[src/rtl/ssp_pkg.sv]
package ssp_pkg;
    localparam int unsigned BYTE_W = 8;
    localparam int unsigned CNT_W  = $clog2(BYTE_W + 1);

    typedef logic [BYTE_W-1:0] byte_t;
    typedef logic [CNT_W-1:0]  cnt_t;

    localparam cnt_t BITS_DONE = cnt_t'(BYTE_W);
    localparam cnt_t BIT_LAST  = cnt_t'(BYTE_W - 1);

    typedef struct packed {
        byte_t hold;
        logic  hold_vld;
        byte_t shift;
        cnt_t  bits;
        logic  sd;
        logic  sck;
        logic  busy;
    } tx_st_t;

    typedef struct packed {
        byte_t shift;
        cnt_t  cnt;
        byte_t data;
        logic  full;
        logic  ovr;
    } rx_st_t;
endpackage

[src/rtl/ssp_clkgen.sv]
module ssp_clkgen #(
    parameter int unsigned DIV_W  = 8,
    parameter int unsigned SYNC_N = 2
) (
    input  logic             clk,
    input  logic             rst_n,
    input  logic             run,
    input  logic [DIV_W-1:0] div,
    input  logic             sck_i,
    output logic             tick,
    output logic             ext_rise,
    output logic             ext_fall
);
    typedef struct packed {
        logic [DIV_W-1:0] cnt;
        logic [SYNC_N:0]  sync;
    } cg_st_t;

    cg_st_t q, d;

    always_comb begin
        d      = q;
        d.sync = {q.sync[SYNC_N-1:0], sck_i};
        tick   = run && (q.cnt == div);
        if (!run || tick) begin
            d.cnt = '0;
        end else begin
            d.cnt = q.cnt + 1'b1;
        end
    end

    assign ext_rise = q.sync[SYNC_N-1] & ~q.sync[SYNC_N];
    assign ext_fall = ~q.sync[SYNC_N-1] & q.sync[SYNC_N];

    always_ff @(posedge clk or negedge rst_n) begin
        if (!rst_n) begin
            q.cnt  <= '0;
            q.sync <= '1;
        end else begin
            q <= d;
        end
    end
endmodule

[src/rtl/ssp_tx.sv]
module ssp_tx
    import ssp_pkg::*;
(
    input  logic  clk,
    input  logic  rst_n,
    input  logic  ext_mode,
    input  logic  tick,
    input  logic  ext_rise,
    input  logic  ext_fall,
    input  logic  wr,
    input  byte_t wdata,
    output logic  sd,
    output logic  sck,
    output logic  busy,
    output logic  empty,
    output logic  rise_ev
);
    tx_st_t q, d;
    logic   load;

    always_comb begin
        d       = q;
        rise_ev = 1'b0;
        load    = 1'b0;
        if (wr && !q.hold_vld) begin
            d.hold     = wdata;
            d.hold_vld = 1'b1;
        end
        if (ext_mode) begin
            d.sck = 1'b1;
            if (ext_rise && q.busy && q.bits != BITS_DONE) begin
                d.bits = q.bits + 1'b1;
            end
            if (ext_fall) begin
                if (!q.busy || q.bits == BITS_DONE) begin
                    load   = q.hold_vld;
                    d.busy = q.hold_vld;
                end else begin
                    d.shift = q.shift >> 1;
                    d.sd    = q.shift[1];
                end
            end
        end else if (!q.busy) begin
            load   = q.hold_vld;
            d.busy = q.hold_vld;
        end else if (tick) begin
            if (!q.sck) begin
                d.sck   = 1'b1;
                d.bits  = q.bits + 1'b1;
                rise_ev = 1'b1;
            end else if (q.bits == BITS_DONE) begin
                load   = q.hold_vld;
                d.busy = q.hold_vld;
            end else begin
                d.shift = q.shift >> 1;
                d.sd    = q.shift[1];
                d.sck   = 1'b0;
            end
        end
        if (load) begin
            d.shift    = q.hold;
            d.sd       = q.hold[0];
            d.bits     = '0;
            d.hold_vld = 1'b0;
            d.sck      = ext_mode;
        end
    end

    assign sd    = q.sd;
    assign sck   = q.sck;
    assign busy  = q.busy;
    assign empty = ~q.hold_vld;

    always_ff @(posedge clk or negedge rst_n) begin
        if (!rst_n) begin
            q <= '{hold: '0, hold_vld: 1'b0, shift: '0, bits: '0,
                   sd: 1'b0, sck: 1'b1, busy: 1'b0};
        end else begin
            q <= d;
        end
    end
endmodule

[src/rtl/ssp_rx.sv]
module ssp_rx
    import ssp_pkg::*;
(
    input  logic  clk,
    input  logic  rst_n,
    input  logic  rise,
    input  logic  sd,
    input  logic  rd,
    output byte_t data,
    output logic  full,
    output logic  ovr
);
    rx_st_t q, d;
    byte_t  nxt;

    always_comb begin
        d   = q;
        nxt = {sd, q.shift[BYTE_W-1:1]};
        if (rd) begin
            d.full = 1'b0;
            d.ovr  = 1'b0;
        end
        if (rise) begin
            d.shift = nxt;
            if (q.cnt == BIT_LAST) begin
                d.cnt = '0;
                if (q.full && !rd) begin
                    d.ovr = 1'b1;
                end else begin
                    d.data = nxt;
                    d.full = 1'b1;
                end
            end else begin
                d.cnt = q.cnt + 1'b1;
            end
        end
    end

    assign data = q.data;
    assign full = q.full;
    assign ovr  = q.ovr;

    always_ff @(posedge clk or negedge rst_n) begin
        if (!rst_n) begin
            q <= '0;
        end else begin
            q <= d;
        end
    end
endmodule

[src/rtl/sync_serial_port.sv]
module sync_serial_port #(
    parameter int unsigned DIV_W  = 8,
    parameter int unsigned SYNC_N = 2
) (
    input  logic             clk,
    input  logic             rst_n,
    input  logic             cfg_ext_clk,
    input  logic [DIV_W-1:0] cfg_div,
    input  logic             tx_write,
    input  logic [7:0]       tx_wdata,
    output logic             tx_empty,
    input  logic             rx_read,
    output logic [7:0]       rx_rdata,
    output logic             rx_full,
    output logic             rx_overrun,
    input  logic             sck_i,
    output logic             sck_o,
    output logic             sck_oe,
    input  logic             sd_i,
    output logic             sd_o
);
    logic tick, ext_rise, ext_fall;
    logic tx_busy, tx_sck, tx_rise;
    logic rx_rise;

    ssp_clkgen #(.DIV_W(DIV_W), .SYNC_N(SYNC_N)) u_clk (
        .clk      (clk),
        .rst_n    (rst_n),
        .run      (tx_busy & ~cfg_ext_clk),
        .div      (cfg_div),
        .sck_i    (sck_i),
        .tick     (tick),
        .ext_rise (ext_rise),
        .ext_fall (ext_fall)
    );

    ssp_tx u_tx (
        .clk      (clk),
        .rst_n    (rst_n),
        .ext_mode (cfg_ext_clk),
        .tick     (tick),
        .ext_rise (ext_rise),
        .ext_fall (ext_fall),
        .wr       (tx_write),
        .wdata    (tx_wdata),
        .sd       (sd_o),
        .sck      (tx_sck),
        .busy     (tx_busy),
        .empty    (tx_empty),
        .rise_ev  (tx_rise)
    );

    assign rx_rise = cfg_ext_clk ? ext_rise : tx_rise;

    ssp_rx u_rx (
        .clk   (clk),
        .rst_n (rst_n),
        .rise  (rx_rise),
        .sd    (sd_i),
        .rd    (rx_read),
        .data  (rx_rdata),
        .full  (rx_full),
        .ovr   (rx_overrun)
    );

    assign sck_o  = tx_sck;
    assign sck_oe = ~cfg_ext_clk;
endmodule

[config.mk]
export PLATFORM = sky130hd
export DESIGN_NAME = sync_serial_port
export DESIGN_NICKNAME = d
export VERILOG_FILES = /design/src/rtl/ssp_pkg.sv /design/src/rtl/ssp_clkgen.sv /design/src/rtl/ssp_tx.sv /design/src/rtl/ssp_rx.sv /design/src/rtl/sync_serial_port.sv
export SDC_FILE = /design/constraint.sdc
export NUM_CORES = 1
export LEC_CHECK = 0
export BUFFER_PORTS_ARGS = -buffer_cell sky130_fd_sc_hd__buf_2
export CORE_ASPECT_RATIO = 1.4
export CORE_UTILIZATION = 62
export DETAILED_ROUTE_END_ITERATION = 7
export PLACE_DENSITY = 0.9
export SLEW_MARGIN = 20
export SYNTH_ARGS = -nofsm -noshare
export SYNTH_HDL_FRONTEND = slang
export SYNTH_SLANG_ARGS = --single-unit
[constraint.sdc]
create_clock -name clk -period 5.2 [get_ports clk]
set_input_delay 1.04 -clock clk [delete_from_list [all_inputs] [get_ports clk]]
set_output_delay 1.04 -clock clk [all_outputs]
set_load 0.01 [all_outputs]
==> results.cfg, run 1 <==
[global_routing]
global_route.usage.total_pct = 25.86
grt_pass1_vias = 2139
grt_pass1_wl_um = 9756
antenna_found_initial = 0
grt_remaining_overflow = 0
grt_max_degree = 56

[synth]
synth_fp_nets = 274
synth-compound-area-share_pct = 11.63
async_flop_share_pct = 100.0
synth_area_leaders = dfrtp_1 (44%), mux2_2 (10%), dfstp_2 (3.6%)
synth_top_family_by_area = simple AND/OR/NAND/NOR gates
synth_area_leader_cell = dfrtp_1
synth_mux_area_share_pct = 13.13
synth_fa_ha_area_share_pct = 1.716
ys.warnings.count = 0
syn_inst = 247
avgSynthCellArea_sq_um = 11.81
yosysSeqAreaShare_pct = 47.36
yosys.area_share.simple_pct = 13.77
syn-cell-area_sq_um = 2917
synth_seq_cells = 55
synth_edf_count = 0
ys_types = 55
synth_top_area_share_pct = 43.76
synthXorXnorAreaFrac_pct = 4.805
synth_ff_type = dfrtp_1

[clock_tree]
cts_hold_buffers = 0
cts_buffers = 5
cts_setup_buffers = 0
clkSlewWorstSetupHoldPaths_ns = 0.09
cts_root_buf = clkbuf_8
clk_latency_ns = 0.31
clock-sinks = 55
cts_tree = done
htree_levels = 2
cts-resized-gates = 0
clock_tree.buffer_depth = 2

[worst_setup_path]
arrival_ns = 2.96
crit_type = in2reg
worst-path-max-fanout = 11
start_kind = input port
end_kind = flip-flop
worstPathRequired_ns = 5.40

[die]
rows = 29
start_util_pct = 64.30
pin_count = 37
die_area_sq_um = 4986
die_y_um = 83.15
core_region_area_sq_um = 4536
dieWidth_um = 59.97

[power_and_ir_drop]
p_leak_nw = 1.443
p_per_area_nw_per_um2 = 360.3
vdd_ir_drop_max_mv = 0.2603

[timing]
skew_ns = 0.007816
maxSlewHeadroom_pct = 45.84
rsz0062_at_grt = false
setup_viol = 0
hold_violations = 0
post-route-period-util_pct = 53.17
fmax_mhz = 361.7
finalSetupTns_ns = 0
period_needed_ns = 2.765
tightest_slew_ns = 0.8108
drv_slew = 0

[placed_design]
dpl.hpwl_um = 3800
numPortBuffers = 36
gp_routability_congestion = 0.8003

[final_layout]
drive_gt1_share_pct = 32.60
nets = 299
mostFrequentLayoutCells = dfrtp_1 (51), buf_2 (36), mux2_2 (26), inv_1 (15), nor2_1 (14)
fin_util_pct = 68.80
synthToLayoutAreaGrowth_pct = 6.993
mostFrequentLayoutCell = dfrtp_1
antennaDiodeCount = 0
fillers = 323

[routing]
drc = 0
drt-wirelength-per-cell_um = 15.97
viasPerCell = 5.896
vias = 1975
drt-pass1-iter-count = 4
drtAntennaViolNets = 0
drt_wl_total_um = 5350
drtIter0Drc = 117

[status]
status = finished clean

[worst_hold_path]
hold_class = reg2reg

[run]
maxCapViolations = 0
[per-layer routing]
layer  track usage, %  vias up  share of wire (%)
li1                 -      933                  -
met2            41.52       44                 52
met5                0        -                  0
met3            5.919       11                4.1
met4            9.725        0                1.9
met1            33.48      987                 42
[worst paths after layout]
check                                          start  slack [ns]                  endpoint  cells past startpoint
max in group asynchronous                      rst_n        3.92    u_tx.q[20]$_DFFE_PN0P_                      2
worst min register to register  u_clk.d[1]$_DFF_PN1_        0.36      u_clk.d[2]$_DFF_PN1_                      0
worst max register to register  u_clk.q[4]$_DFF_PN0_        2.83  u_rx.data[7]$_DFFE_PN0P_                      5
worst max-delay path                      cfg_div[4]        2.44  u_rx.data[7]$_DFFE_PN0P_                      6
worst min-delay path            u_clk.d[1]$_DFF_PN1_        0.36      u_clk.d[2]$_DFF_PN1_                      0
min in group asynchronous                      rst_n        0.85    u_rx.q[12]$_DFFE_PN0P_                      2
[area by class of cell]
type / instances / area (sq um) / area share [%]
clock buffer: 8 / 100.1 / 3.208
inverter: 16 / 60.06 / 1.925
multi-input combinational: 157 / 1314 / 42.10
sequential: 55 / 1381 / 44.27
tap: 62 / 77.57 / 2.486
timing repair buffer: 37 / 187.7 / 6.014
[registers in the layout (all words and copies together), names as in the netlist]
signal,flops
u_rx.q,4
u_rx.nxt,7
u_rx.full,1
u_clk.q,9
u_tx.sd,1
u_tx.q,20
u_clk.d,2
u_rx.ovr,1
u_rx.data,8
u_tx.sck,1
u_tx.busy,1
[synthesized netlist by cell type, types with 2 or more instances]
master,n
dfstp_2,4
inv_1,15
nor2_1,14
clkbuf_1,2
buf_6,5
nand4_1,2
and3_1,10
xor2_1,10
a221oi_1,6
o221ai_1,3
nand3_1,9
o22ai_1,3
o211ai_1,3
a31oi_1,2
xnor2_1,6
a21oi_1,3
mux2_2,26
ha_1,4
mux2i_1,9
nand2_1,7
dfrtp_1,51
buf_4,11
o21ai_0,7
and4_1,2
and3b_1,3
[cells by family after synthesis]
family,count (synthesis)
DFF,55
xor gates and xnor gates,16
AOI/OAI and AO/OA,40
buffers and inverters,35
muxes,35
and+or+nand+nor,62
adders and majority gates,4
[worst max-delay path, stage by stage]
cell and delay, ns:
buf_2 0.10, xor2_1 0.17, nor4_4 0.64, and4bb_2 0.47
o221ai_4 0.20, mux2_2 0.33
[power breakdown]
part | internal (mW) | switching [mW] | total (mW)
clock network | 0.122 | 0.133 | 0.255
logic | 0.135 | 0.118 | 0.253
registers | 0.535 | 0.0813 | 0.617
[metrics by stage]
stage / power (mW) / cell area (sq um) / cells / hold slack [ns] / worst slack (ns)
after floorplan: 0.8144 / 2917 / 247 / 0.3452 / 2.725
after global placement: 0.8548 / 3020 / 327 / 0.3458 / 2.156
after detailed placement: 0.8801 / 3020 / 327 / 0.3490 / 2.092
after CTS: 1.136 / 3120 / 335 / 0.3623 / 2.428
after global routing: 1.198 / 3120 / 335 / 0.3694 / 2.344
final: 1.124 / 3120 / 335 / 0.3648 / 2.435
Power figures use the tool's default switching activity.
==> inputs of run 2 (changes only) <==
--- a/config.mk
+++ b/config.mk
@@ -7,9 +7,9 @@
 export LEC_CHECK = 0
 export BUFFER_PORTS_ARGS = -buffer_cell sky130_fd_sc_hd__buf_2
 export CORE_ASPECT_RATIO = 1.4
-export CORE_UTILIZATION = 62
+export CORE_UTILIZATION = 52
 export DETAILED_ROUTE_END_ITERATION = 7
-export PLACE_DENSITY = 0.9
+export PLACE_DENSITY = 0.81
 export SLEW_MARGIN = 20
 export SYNTH_ARGS = -nofsm -noshare
 export SYNTH_HDL_FRONTEND = slang
==> constraint.sdc (replaced) <==
create_clock -name clk -period 2.5 [get_ports clk]
set_input_delay 0.5 -clock clk [delete_from_list [all_inputs] [get_ports clk]]
set_output_delay 0.5 -clock clk [all_outputs]
set_load 0.01 [all_outputs]
==> run 2 against run 1 <==
  * Sequential share of layout area is 0.26 points lower
  * Sequential cell count stayed put
  * Clock-buffer cell count is 1 lower
  * Combinational power is 110% higher
  * Global-route usage is 6.6 points lower
  * Register-to-register slack worse by 2.6 ns
  * Final area is 0.60% higher
  * Setup slack worse by 2.2 ns
  * Critical endpoint is now u_tx.q[11]$_DFFE_PN0P_
==> results.cfg, run 2 (same netlist as run 1, synthesis figures left out) <==
[status]
status = finished clean

[worst_setup_path]
crit_chain = inv_1 -> ha_1 -> and3b_1 -> and4_1 -> a31o_1 -> a221oi_1 -> mux2i_1
rr_endpoint = u_tx.q[11]$_DFFE_PN0P_
cp_slowest_stage_delay_ns = 0.38
worst-path-max-fanout = 9
cp-startpoint = u_tx.q[3]$_DFFE_PN0P_
crit_type = reg2reg
worstPathRequired_ns = 2.67
crit_path_end = u_tx.q[11]$_DFFE_PN0P_
r2r-start = u_tx.q[3]$_DFFE_PN0P_
start_kind = flip-flop
r2r_cells = 7
arrival_ns = 2.40
end_kind = flip-flop
regToRegSetupSlack_ns = 0.27
worst_path_max_delay_cell = dfrtp_1

[placed_design]
pre_cts_ws_ns = 0.2099
dpl.cell_count = 334
place_area_sq_um = 3048
dpl.hpwl_um = 3844
numPortBuffers = 36
gp_routability_congestion = 0.7959

[global_routing]
grt_pass1_vias = 1938
grt_max_degree = 31
antenna_found_initial = 0
grt_pass1_wl_um = 8845
global_route.usage.total_pct = 19.28
grt_remaining_overflow = 0

[die]
core_region_area_sq_um = 5275
pin_count = 37
die_y_um = 90.61
rows = 31
die_area_sq_um = 5916
dieWidth_um = 65.30
start_util_pct = 55.29

[power_and_ir_drop]
p_sw_mw = 0.6734
pwr-share-comb_pct = 22.8
power.share.switching_pct = 29.36
p_per_area_nw_per_um2 = 730.6
clockPowerShare_pct = 21.4
intPower_mw = 1.620
p_leak_nw = 1.455
finalPower_mw = 2.294
p_seq_share_pct = 55.8
vdd_ir_drop_max_mv = 0.4933

[timing]
hold_slack_ns = 0.2120
setup_viol = 0
finalSetupTns_ns = 0
skew_ns = 0.008472
drv_slew = 0
fmax_mhz = 447.8
maxSlewHeadroom_pct = 52.75
tightest_slew_ns = 0.7073
rsz0062_at_grt = false
hold_violations = 0
finalWorstSetupSlack_ns = 0.2670
period_needed_ns = 2.233
post-route-period-util_pct = 89.32

[clock_tree]
htree_levels = 2
cts_root_buf = clkbuf_8
clk_latency_ns = 0.30
cts_hold_buffers = 0
cts_tree = done
cts-resized-gates = 0
clkSlewWorstSetupHoldPaths_ns = 0.09
cts_setup_buffers = 0
clock-sinks = 55
cts_buffers = 5
clock_tree.buffer_depth = 2

[final_layout]
antennaDiodeCount = 0
multi_input_area_sq_um = 1314
largest-register = u_tx.q
largest_reg_flops = 20
seqCellArea_sq_um = 1381
nets = 302
fillers = 463
final_cells = 342
mostFrequentLayoutCells = dfrtp_1 (51), buf_2 (36), mux2_2 (26), inv_1 (15), nor2_1 (14)
fin_area_sq_um = 3139
mostFrequentLayoutCell = dfrtp_1
drive_gt1_share_pct = 33.33
fin_util_pct = 59.51
synthToLayoutAreaGrowth_pct = 7.636

[routing]
viasPerCell = 5.746
drtAntennaViolNets = 0
drc = 0
drt_wl_total_um = 5190
drt-pass1-iter-count = 4
vias = 1965
drtIter0Drc = 98
drt-wirelength-per-cell_um = 15.18

[worst_hold_path]
hold_class = in2async

[run]
maxCapViolations = 0
[run 2: cell type report]
type,count,share of cell area (%)
clock inverters,1,0.1594
multi-input cells,157,41.85
well taps,66,2.631
clock buffers,7,2.750
inverters,16,1.913
flip-flops and latches,55,44.00
repair buffers,40,6.696
[run 2: power groups by stage]
| stage | Combinational, mW | Sequential, mW | Clock [mW] |
|---|---|---|---|
| 2_1_floorplan | 0.454 | 1.24 | 0 |
| 3_3_place_gp | 0.502 | 1.29 | 0 |
| 3_5_place_dp | 0.528 | 1.30 | 0 |
| 4_1_cts | 0.530 | 1.28 | 0.504 |
| 5_1_grt | 0.586 | 1.31 | 0.534 |
| 6_report | 0.522 | 1.28 | 0.491 |
[run 2: worst max-delay path: cells and delay by family, from the launching register on]
| family | cells | cell delay [ns] |
|---|---|---|
| compound gates | 2 | 0.71 |
| flops | 1 | 0.38 |
| simple gates | 2 | 0.56 |
| fa+ha+maj | 1 | 0.23 |
| mux | 1 | 0.13 |
| buf+inv | 1 | 0.07 |
[run 2: how the worst min path moves through the flow]
stage / slack [ns] / startpoint / endpoint / cells after the start
finish: 0.21 / rst_n / u_rx.nxt[6]$_DFFE_PN0P_ / 1
global route: 0.26 / rst_n / u_tx.q[6]$_DFFE_PN0P_ / 1
CTS: 0.24 / rst_n / u_tx.q[8]$_DFFE_PN0P_ / 1
detailed placement: 0.35 / u_clk.d[1]$_DFF_PN1_ / u_clk.d[2]$_DFF_PN1_ / 0
global placement: 0.35 / u_clk.d[1]$_DFF_PN1_ / u_clk.d[2]$_DFF_PN1_ / 0
floorplan: 0.20 / rst_n / u_clk.q[10]$_DFF_PN0_ / 0
[run 2: metal layers]
| metal | track usage (%) | share of wire (%) | up-vias |
|---|---|---|---|
| li1 | - | - | 943 |
| met1 | 24.75 | 43 | 958 |
| met2 | 31.79 | 51 | 57 |
| met3 | 2.904 | 3.7 | 7 |
| met4 | 8.152 | 1.7 | 0 |
| met5 | 0 | 0 | - |
